$ cat src/rtl/wave_route_pkg.sv
package wave_route_pkg;

  typedef enum logic [2:0] {
    MD_PASS    = 3'b000,
    MD_CMPGATE = 3'b001,
    MD_HOLD    = 3'b010,
    MD_RTDEAD  = 3'b100,
    MD_PGDEAD  = 3'b111
  } mode_e;

  // gate source encoding shared by compare-gated, hold-gated and pulse dead-time codes
  function automatic logic pick_gate(input logic [1:0] sel, input logic [1:0] src);
    logic r;
    case (sel)
      2'b00:   r = 1'b0;
      2'b01:   r = src[0];
      2'b10:   r = src[1];
      default: r = src[0] | src[1];
    endcase
    return r;
  endfunction

endpackage

$ cat src/rtl/rise_detect.sv
module rise_detect #(
  parameter int N = 2
) (
  input  logic         clk,
  input  logic         rst_n,
  input  logic [N-1:0] lvl,
  output logic [N-1:0] rise
);
  logic [N-1:0] lvl_q;

  for (genvar i = 0; i < N; i++) begin : g_ch
    always_ff @(posedge clk or negedge rst_n) begin
      if (!rst_n) lvl_q[i] <= 1'b0;
      else        lvl_q[i] <= lvl[i];
    end
    assign rise[i] = lvl[i] & ~lvl_q[i];
  end
endmodule

$ cat src/rtl/hold_timer.sv
module hold_timer #(
  parameter int CNT_W = 16,
  parameter int N     = 2
) (
  input  logic             clk,
  input  logic             rst_n,
  input  logic             arm,
  input  logic [N-1:0]     rise,
  input  logic [CNT_W-1:0] reload,
  output logic [N-1:0]     flags,
  output logic [CNT_W-1:0] cnt
);
  localparam logic [CNT_W-1:0] ONE = CNT_W'(1);

  always_ff @(posedge clk or negedge rst_n) begin
    if (!rst_n) begin
      flags <= '0;
      cnt   <= '0;
    end else if (!arm) begin
      flags <= '0;
      cnt   <= '0;
    end else if (|rise) begin
      flags <= flags | rise;
      cnt   <= reload;
    end else if (|flags) begin
      if (cnt == '0) flags <= '0;
      else           cnt   <= cnt - ONE;
    end
  end
endmodule

$ cat src/rtl/route_mux.sv
module route_mux
  import wave_route_pkg::*;
#(
  parameter int N = 2
) (
  input  logic [2:0]   mode,
  input  logic [1:0]   gate_sel,
  input  logic [N-1:0] pulse_sel,
  input  logic [N-1:0] cmp,
  input  logic [N-1:0] flags,
  input  logic         pulse,
  output logic [N-1:0] wave,
  output logic         gate
);
  always_comb begin
    gate = 1'b0;
    wave = '0;
    case (mode)
      MD_PASS: begin
        for (int i = 0; i < N; i++) wave[i] = pulse_sel[i] ? pulse : cmp[i];
      end
      MD_CMPGATE: begin
        gate = pick_gate(gate_sel, cmp[1:0]);
        for (int i = 0; i < N; i++) wave[i] = cmp[i] & (pulse | ~pulse_sel[i]);
      end
      MD_HOLD: begin
        gate = pick_gate(gate_sel, flags[1:0]);
        for (int i = 0; i < N; i++) wave[i] = flags[i] & (pulse | ~pulse_sel[i]);
      end
      MD_PGDEAD: gate = pick_gate(gate_sel, cmp[1:0]);
      default: ;
    endcase
  end
endmodule

$ cat src/rtl/wave_route.sv
module wave_route
  import wave_route_pkg::*;
#(
  parameter int CNT_W = 16
) (
  input  logic             clk,
  input  logic             rst_n,
  input  logic [2:0]       mode,
  input  logic [1:0]       gate_sel,
  input  logic [1:0]       pulse_sel,
  input  logic [CNT_W-1:0] hold_len,
  input  logic             cmp0,
  input  logic             cmp1,
  input  logic             pulse_in,
  output logic             wave0,
  output logic             wave1,
  output logic             gate_out
);
  localparam int NCH = 2;

  logic [NCH-1:0]   cmp_v;
  logic [NCH-1:0]   rise_w;
  logic [NCH-1:0]   flag_w;
  logic [NCH-1:0]   wave_v;
  logic [CNT_W-1:0] cnt_w;
  logic             hold_mode;

  assign cmp_v     = {cmp1, cmp0};
  assign hold_mode = (mode == MD_HOLD);

  rise_detect #(.N(NCH)) u_rise (
    .clk(clk), .rst_n(rst_n), .lvl(cmp_v), .rise(rise_w)
  );

  hold_timer #(.CNT_W(CNT_W), .N(NCH)) u_timer (
    .clk(clk), .rst_n(rst_n), .arm(hold_mode), .rise(rise_w),
    .reload(hold_len), .flags(flag_w), .cnt(cnt_w)
  );

  route_mux #(.N(NCH)) u_mux (
    .mode(mode), .gate_sel(gate_sel), .pulse_sel(pulse_sel), .cmp(cmp_v),
    .flags(flag_w), .pulse(pulse_in), .wave(wave_v), .gate(gate_out)
  );

  assign wave0 = wave_v[0];
  assign wave1 = wave_v[1];
endmodule

$ cat config.mk
export PLATFORM = sky130hd
export DESIGN_NAME = wave_route
export DESIGN_NICKNAME = d
export VERILOG_FILES = /design/src/rtl/wave_route_pkg.sv /design/src/rtl/rise_detect.sv /design/src/rtl/hold_timer.sv /design/src/rtl/route_mux.sv /design/src/rtl/wave_route.sv
export SDC_FILE = /design/constraint.sdc
export NUM_CORES = 1
export LEC_CHECK = 0
export BUFFER_PORTS_ARGS = -buffer_cell sky130_fd_sc_hd__buf_2
export CAP_MARGIN = 10
export CELL_PAD_IN_SITES_DETAIL_PLACEMENT = 0
export CELL_PAD_IN_SITES_GLOBAL_PLACEMENT = 1
export CORE_MARGIN = 2
export CORE_UTILIZATION = 25
export DETAILED_ROUTE_END_ITERATION = 8
export HOLD_SLACK_MARGIN = 0.05
export PLACE_DENSITY = 0.63
export SKIP_CTS_REPAIR_TIMING = 1
export SLEW_MARGIN = 25
export SYNTH_ARGS = -nofsm -noshare
export SYNTH_HDL_FRONTEND = slang
export SYNTH_HIERARCHICAL = 1
export SYNTH_SLANG_ARGS = --single-unit
$ cat constraint.sdc
create_clock -name clk -period 2.24 [get_ports clk]
set_clock_uncertainty 0.1 [all_clocks]
set_input_delay 0.224 -clock clk [delete_from_list [all_inputs] [get_ports clk]]
set_output_delay 0.224 -clock clk [all_outputs]
set_load 0.01 [all_outputs]
-- Word-level counts from Yosys, hierarchy flattened
Cells that the tools add are included.
- flip-flop bits (word level): 20
- bits of input ports: 28
- logic and storage cells: 50
- add/sub/neg operators: 1
- equal/unequal tests: 8
- muxes and demuxes: 14
- bitwise gates (word level): 15
- reductions and logical operators: 8
- operators by type and width (kind ; number):
    $mux 16 ; 4
    $logic_not 16->1 ; 1
    $sub 16x1->16 const B ; 1
    $ne 3x3->1 const B ; 3
    $mux 2 ; 4
    $and 1x1->1 ; 6
    $pmux 1 s3 ; 2
    $pmux 2 s3 ; 1
    $reduce_or 2->1 ; 3
    $not 1->1 ; 4
    $or 1x1->1 ; 4
    $reduce_and 2->1 ; 2
    $eq 3x1->1 const B ; 1
    $eq 3x2->1 const B ; 1
    $eq 3x3->1 const B ; 1
    $logic_not 3->1 ; 1
    $eq 2x1->1 const B ; 1
    $eq 2x2->1 const B ; 1
    $logic_not 2->1 ; 1
    $mux 1 ; 2
    $or 2x2->2 ; 1
    $pmux 1 s2 ; 1

-- Longest topological paths before layout
- depth in word-level cells: 5
- depth in mapped cells: 7

-- Hierarchy
Netlist, hierarchy kept.
- by module, submodules not included (module ; times used ; cells an instance ; area an instance (sq um) ; seq. area each (sq um)):
    hold_timer ; 1 ; 145 ; 1232.4 ; 450.4
    route_mux ; 1 ; 16 ; 113.9 ; 0.0
    rise_detect ; 1 ; 4 ; 77.6 ; 50.0
    wave_route ; 1 ; 1 ; 12.5 ; 0.0

-- Worst setup path before layout
Ideal clock, no wire load.
- path type: register to register
- start point: register u_timer.cnt[0]
- end point: register u_timer.cnt[8]
- setup time: 0.082 ns
- arrival time: 2.037 ns
- setup slack: 0.021 ns
- stages on the path, launching flop included: 7
- clock period less this slack: 2.219 ns
- path through: dfrtp_1 inv_1 ha_1 or3b_2 or3_1 or4_1 a31oi_1
- cells in the longest elaborated chain, start to end: 5
- elaborated cells between the ends (all ways): 8
- RTL lines (item ; RTL line ; text):
    start, declared ; hold_timer.sv:11 ; output logic [CNT_W-1:0] cnt
    start signal, assigned ; hold_timer.sv:24 ; cnt <= reload;
    start signal, assigned ; hold_timer.sv:27 ; else cnt <= cnt - ONE;
    $sub 16x1->16 ; hold_timer.sv:27 ;
    $mux 16 ; hold_timer.sv:26 ; if (cnt == '0) flags <= '0;
    $mux 16 ; hold_timer.sv:25 ; end else if (|flags) begin
    $mux 16 ; hold_timer.sv:22 ; end else if (|rise) begin
    $mux 16 ; hold_timer.sv:19 ; end else if (!arm) begin
Parallel ways exist; a longest one is shown, timed or not. The select of a mux whose other input is x is not followed.
A chain may end at the register's enable or synchronous reset.

-- Worst setup path in the final report
- start point: register u_timer.cnt[1]
- end point: register u_timer.cnt[9]
Same word-level chain as after synthesis.

==> metrics.md <==
| Metric | Value |
|---|---|
| Share of cells above drive strength 1 | `34.6%` |
| Ports | `31` |
| Final HPWL DP | `3.14 mm` |
| Clk Latency, worst-skew pair | `roughly 270 ps` |
| Final hold vios | `0` |
| Avg Cell Area, Syn | `approximately 8.7 um2` |
| Sequential-to-total area share from yosys stat | `a little over a third` |
| Synth cell types | `48` |
| Final period utilization | `between 90% and 100%` |
| Finished Core Util | `roughly a third` |
| # setup viols final | `0` |
| Largest net degree at the start of global routing | `21` |
| Power Total | `slightly above 900 uW` |
| Final min period | `roughly 2200 ps` |
| Synthesized cell area | `roughly 0.0014 mm2` |
| Post-DR wirelength/cell | `15.0 um` |
| Max FO, Critical Path | `8` |
| Power per Cell Area | `between 400 and 500 mW/mm2` |
| Crit path arrival time | `~2300 ps` |
| Synthesized flop and latch total | `20` |
| CTS Buf Count | `3` |
| Initial Util | `between 20% and 30%` |
| Total routed wirelength | `between 4 and 5 mm` |
| Min-delay worst type | `in -> reg` |
| LEAKAGE | `roughly 0.00081 uW` |
| Area growth from synthesis to layout | `32.9%` |
| Max incr delay on CP | `roughly 540 ps` |
| Critical Path Slowest Stage Cell | `or4_4` |
| Fill count | `roughly 600` |
| CP cell instances | `or4_4, or3_4, or4b_1, a31oi_1` |
| DRT antenna net count | `0` |
| Initial DRC count | `92` |
| Startpoint Class | `flop` |
| Vias in the first global route | `between 1,000 and 1,500` |
| Drt drc | `0` |
| DR pass1 iterations | `5` |
| MaxCap Viol Count | `0` |
| Critical path capture point type | `flop` |
| DP Cell Count | `approximately 280` |
| Die Wd | `about 80 um` |
| H-tree lvl count | `1` |
| Routed vias/inst | `approximately 5.4` |
| Via count | `1,549` |
| Maximum clock insertion buffer count | `2` |
| CP delay by family, top | `simple AND/OR/NAND/NOR gates` |
| Syn Inst Count | `around 170` |
| Seq. cell area | `around 500 um2` |
| Syn Nets | `195` |
| CTS root buf | `clkbuf_8` |
| Met3 usage | `~1.8%` |
| Top FF cell, synth | `dfrtp_1` |
| GRT met2 Usage | `20.5%` |
| VDD IR-drop max | `about 0.00019 V` |
| Global Route met1 Usage | `20.0%` |
| CP bufs+invs | `0` |
| Overall global routing resource usage | `between 10% and 20%` |
| Die H | `79.8 um` |
| WP data required | `~2300 ps` |
| Status | `finished, final reports clean` |
| GR peak layer | `met2` |
| CTS sink cnt | `20` |
| Port bufs | `30` |
| Finished Layout Cells | `between 200 and 300` |
| RSZ-0062 raised after global routing | `false` |
| CTS tree | `done` |
| Fmax | `0.459 GHz` |
| Initial antenna violation count | `0` |
| Number of flops mapped to enable cells by yosys | `0` |
| Max-slew violation count | `0` |
| Die area | `approximately 0.0064 mm2` |
| Final net count | `approximately 240` |
| First-pass GRT wire length | `around 7 mm` |
| Asr flop ratio synth | `between 90% and 100%` |
| Relative slew slack | `51.3%` |
| Slew at the pin closest to its max-slew limit | `about 730 ps` |
| Multi-input combinational cell area | `~910 um2` |
| Reg clk slew, reported paths | `80 ps` |
| Critical path class | `reg -> reg` |
| Core Rows | `27` |
| Diode count | `0` |
| Final GP Congestion | `between 0.8 and 0.9` |
| Synth Warn # | `6` |
| Core Area | `approximately 0.0055 mm2` |
| Grt ovf | `0` |
[layer usage]
metal / routed length [um] / vias up
met5: 0 / -
met1: 2080 / 749
met3: 196 / 7
li1: - / 754
met4: 89 / 0
met2: 1920 / 39
[area by class of cell]
| class | count | area share (%) |
|---|---|---|
| tap | 72 | 4.72 |
| sequential | 20 | 26.2 |
| timing repair buffer | 52 | 16.9 |
| multi-input combinational | 130 | 47.7 |
| clock buffer | 4 | 2.88 |
| inverter | 8 | 1.57 |
[cell families after synthesis]
logic type | synth area share, %
flops | 34.8
buf+inv | 4.27
simple gates | 32.1
fa+ha+maj | 0.871
compound gates | 27.9
[per-stage QoR]
step           instance area, um2  hold WS [ps]  setup TNS [ps]  worst slack (ps)
5_1_grt                      1910           174               0              6.29
2_1_floorplan                1440          -172               0              20.7
6_report                     1910           132               0              60.8
3_3_place_gp                 1790           122           -38.0             -20.6
4_1_cts                      1850          -175            -225             -69.2
3_5_place_dp                 1790           122            -149             -51.4
[flip-flops by register name, indices dropped and copies added, names as in the netlist]
signal         count
u_timer/cnt       16
u_timer/flags      2
u_rise/lvl_q       2
[power by group]
group | leakage (uW) | switching [uW] | total, uW | internal (uW)
registers | 0.000272 | 11.5 | 382 | 371
logic | 0.000506 | 137 | 248 | 111
clock network | 0.0000288 | 139 | 296 | 157
total | 0.000807 | 287 | 926 | 639
[synthesized netlist by cell type (3+ instances only)]
| master | number | area share [%] |
|---|---|---|
| a311oi_1 | 3 | 1.8 |
| a21boi_0 | 3 | 1.6 |
| a31oi_1 | 11 | 4.8 |
| a211oi_1 | 3 | 1.6 |
| or3_1 | 9 | 3.9 |
| or4_1 | 7 | 3.7 |
| nand2_1 | 3 | 0.78 |
| dfrtp_1 | 20 | 35 |
| inv_1 | 7 | 1.8 |
| nor4b_1 | 3 | 1.8 |
| clkbuf_1 | 7 | 1.8 |
| o21a_1 | 3 | 1.6 |
| o21ai_0 | 11 | 3.8 |
| nor4_1 | 3 | 1.3 |
| nor2_1 | 18 | 4.7 |
| nand3_1 | 8 | 2.8 |
| nor3_1 | 3 | 1.0 |
| o31ai_1 | 5 | 2.6 |
[worst register-to-register path, stage by stage, from the launching register on]
cell	delay [ps]
dfrtp_1	420
or4_4	540
or3_4	390
or4b_1	470
a31oi_1	180
[cell usage in the layout (no fill, tap or decap), types with 3 or more instances in the layout]
cell           instances
a211oi_1               3
a21boi_0               3
a311oi_1               3
a31oi_1               11
buf_2                 30
buf_4                 19
clkbuf_8               4
dfrtp_1               20
dlygate4sd3_1          3
inv_1                  6
nand2_1                3
nand3_1                8
nor2_1                17
nor3_1                 3
nor4_1                 3
o21a_1                 3
o21ai_0               11
o31ai_1                5
or3_1                  7
or4_1                  6
[path summary, 6_finish.rpt]
path	start	to	slack [ps]	cells past startpoint
max in group asynchronous	rst_n	u_timer/flags[1]	1360	2
worst min register to register	u_timer/cnt[10]	u_timer/cnt[10]	510	2
worst min-delay path	hold_len[0]	u_timer/cnt[0]	130	3
worst max register to register	u_timer/cnt[1]	u_timer/cnt[9]	60	4
min in group asynchronous	rst_n	u_timer/cnt[3]	350	2
worst max-delay path	u_timer/cnt[1]	u_timer/cnt[9]	60	4
(Power assumes the default switching activity.)
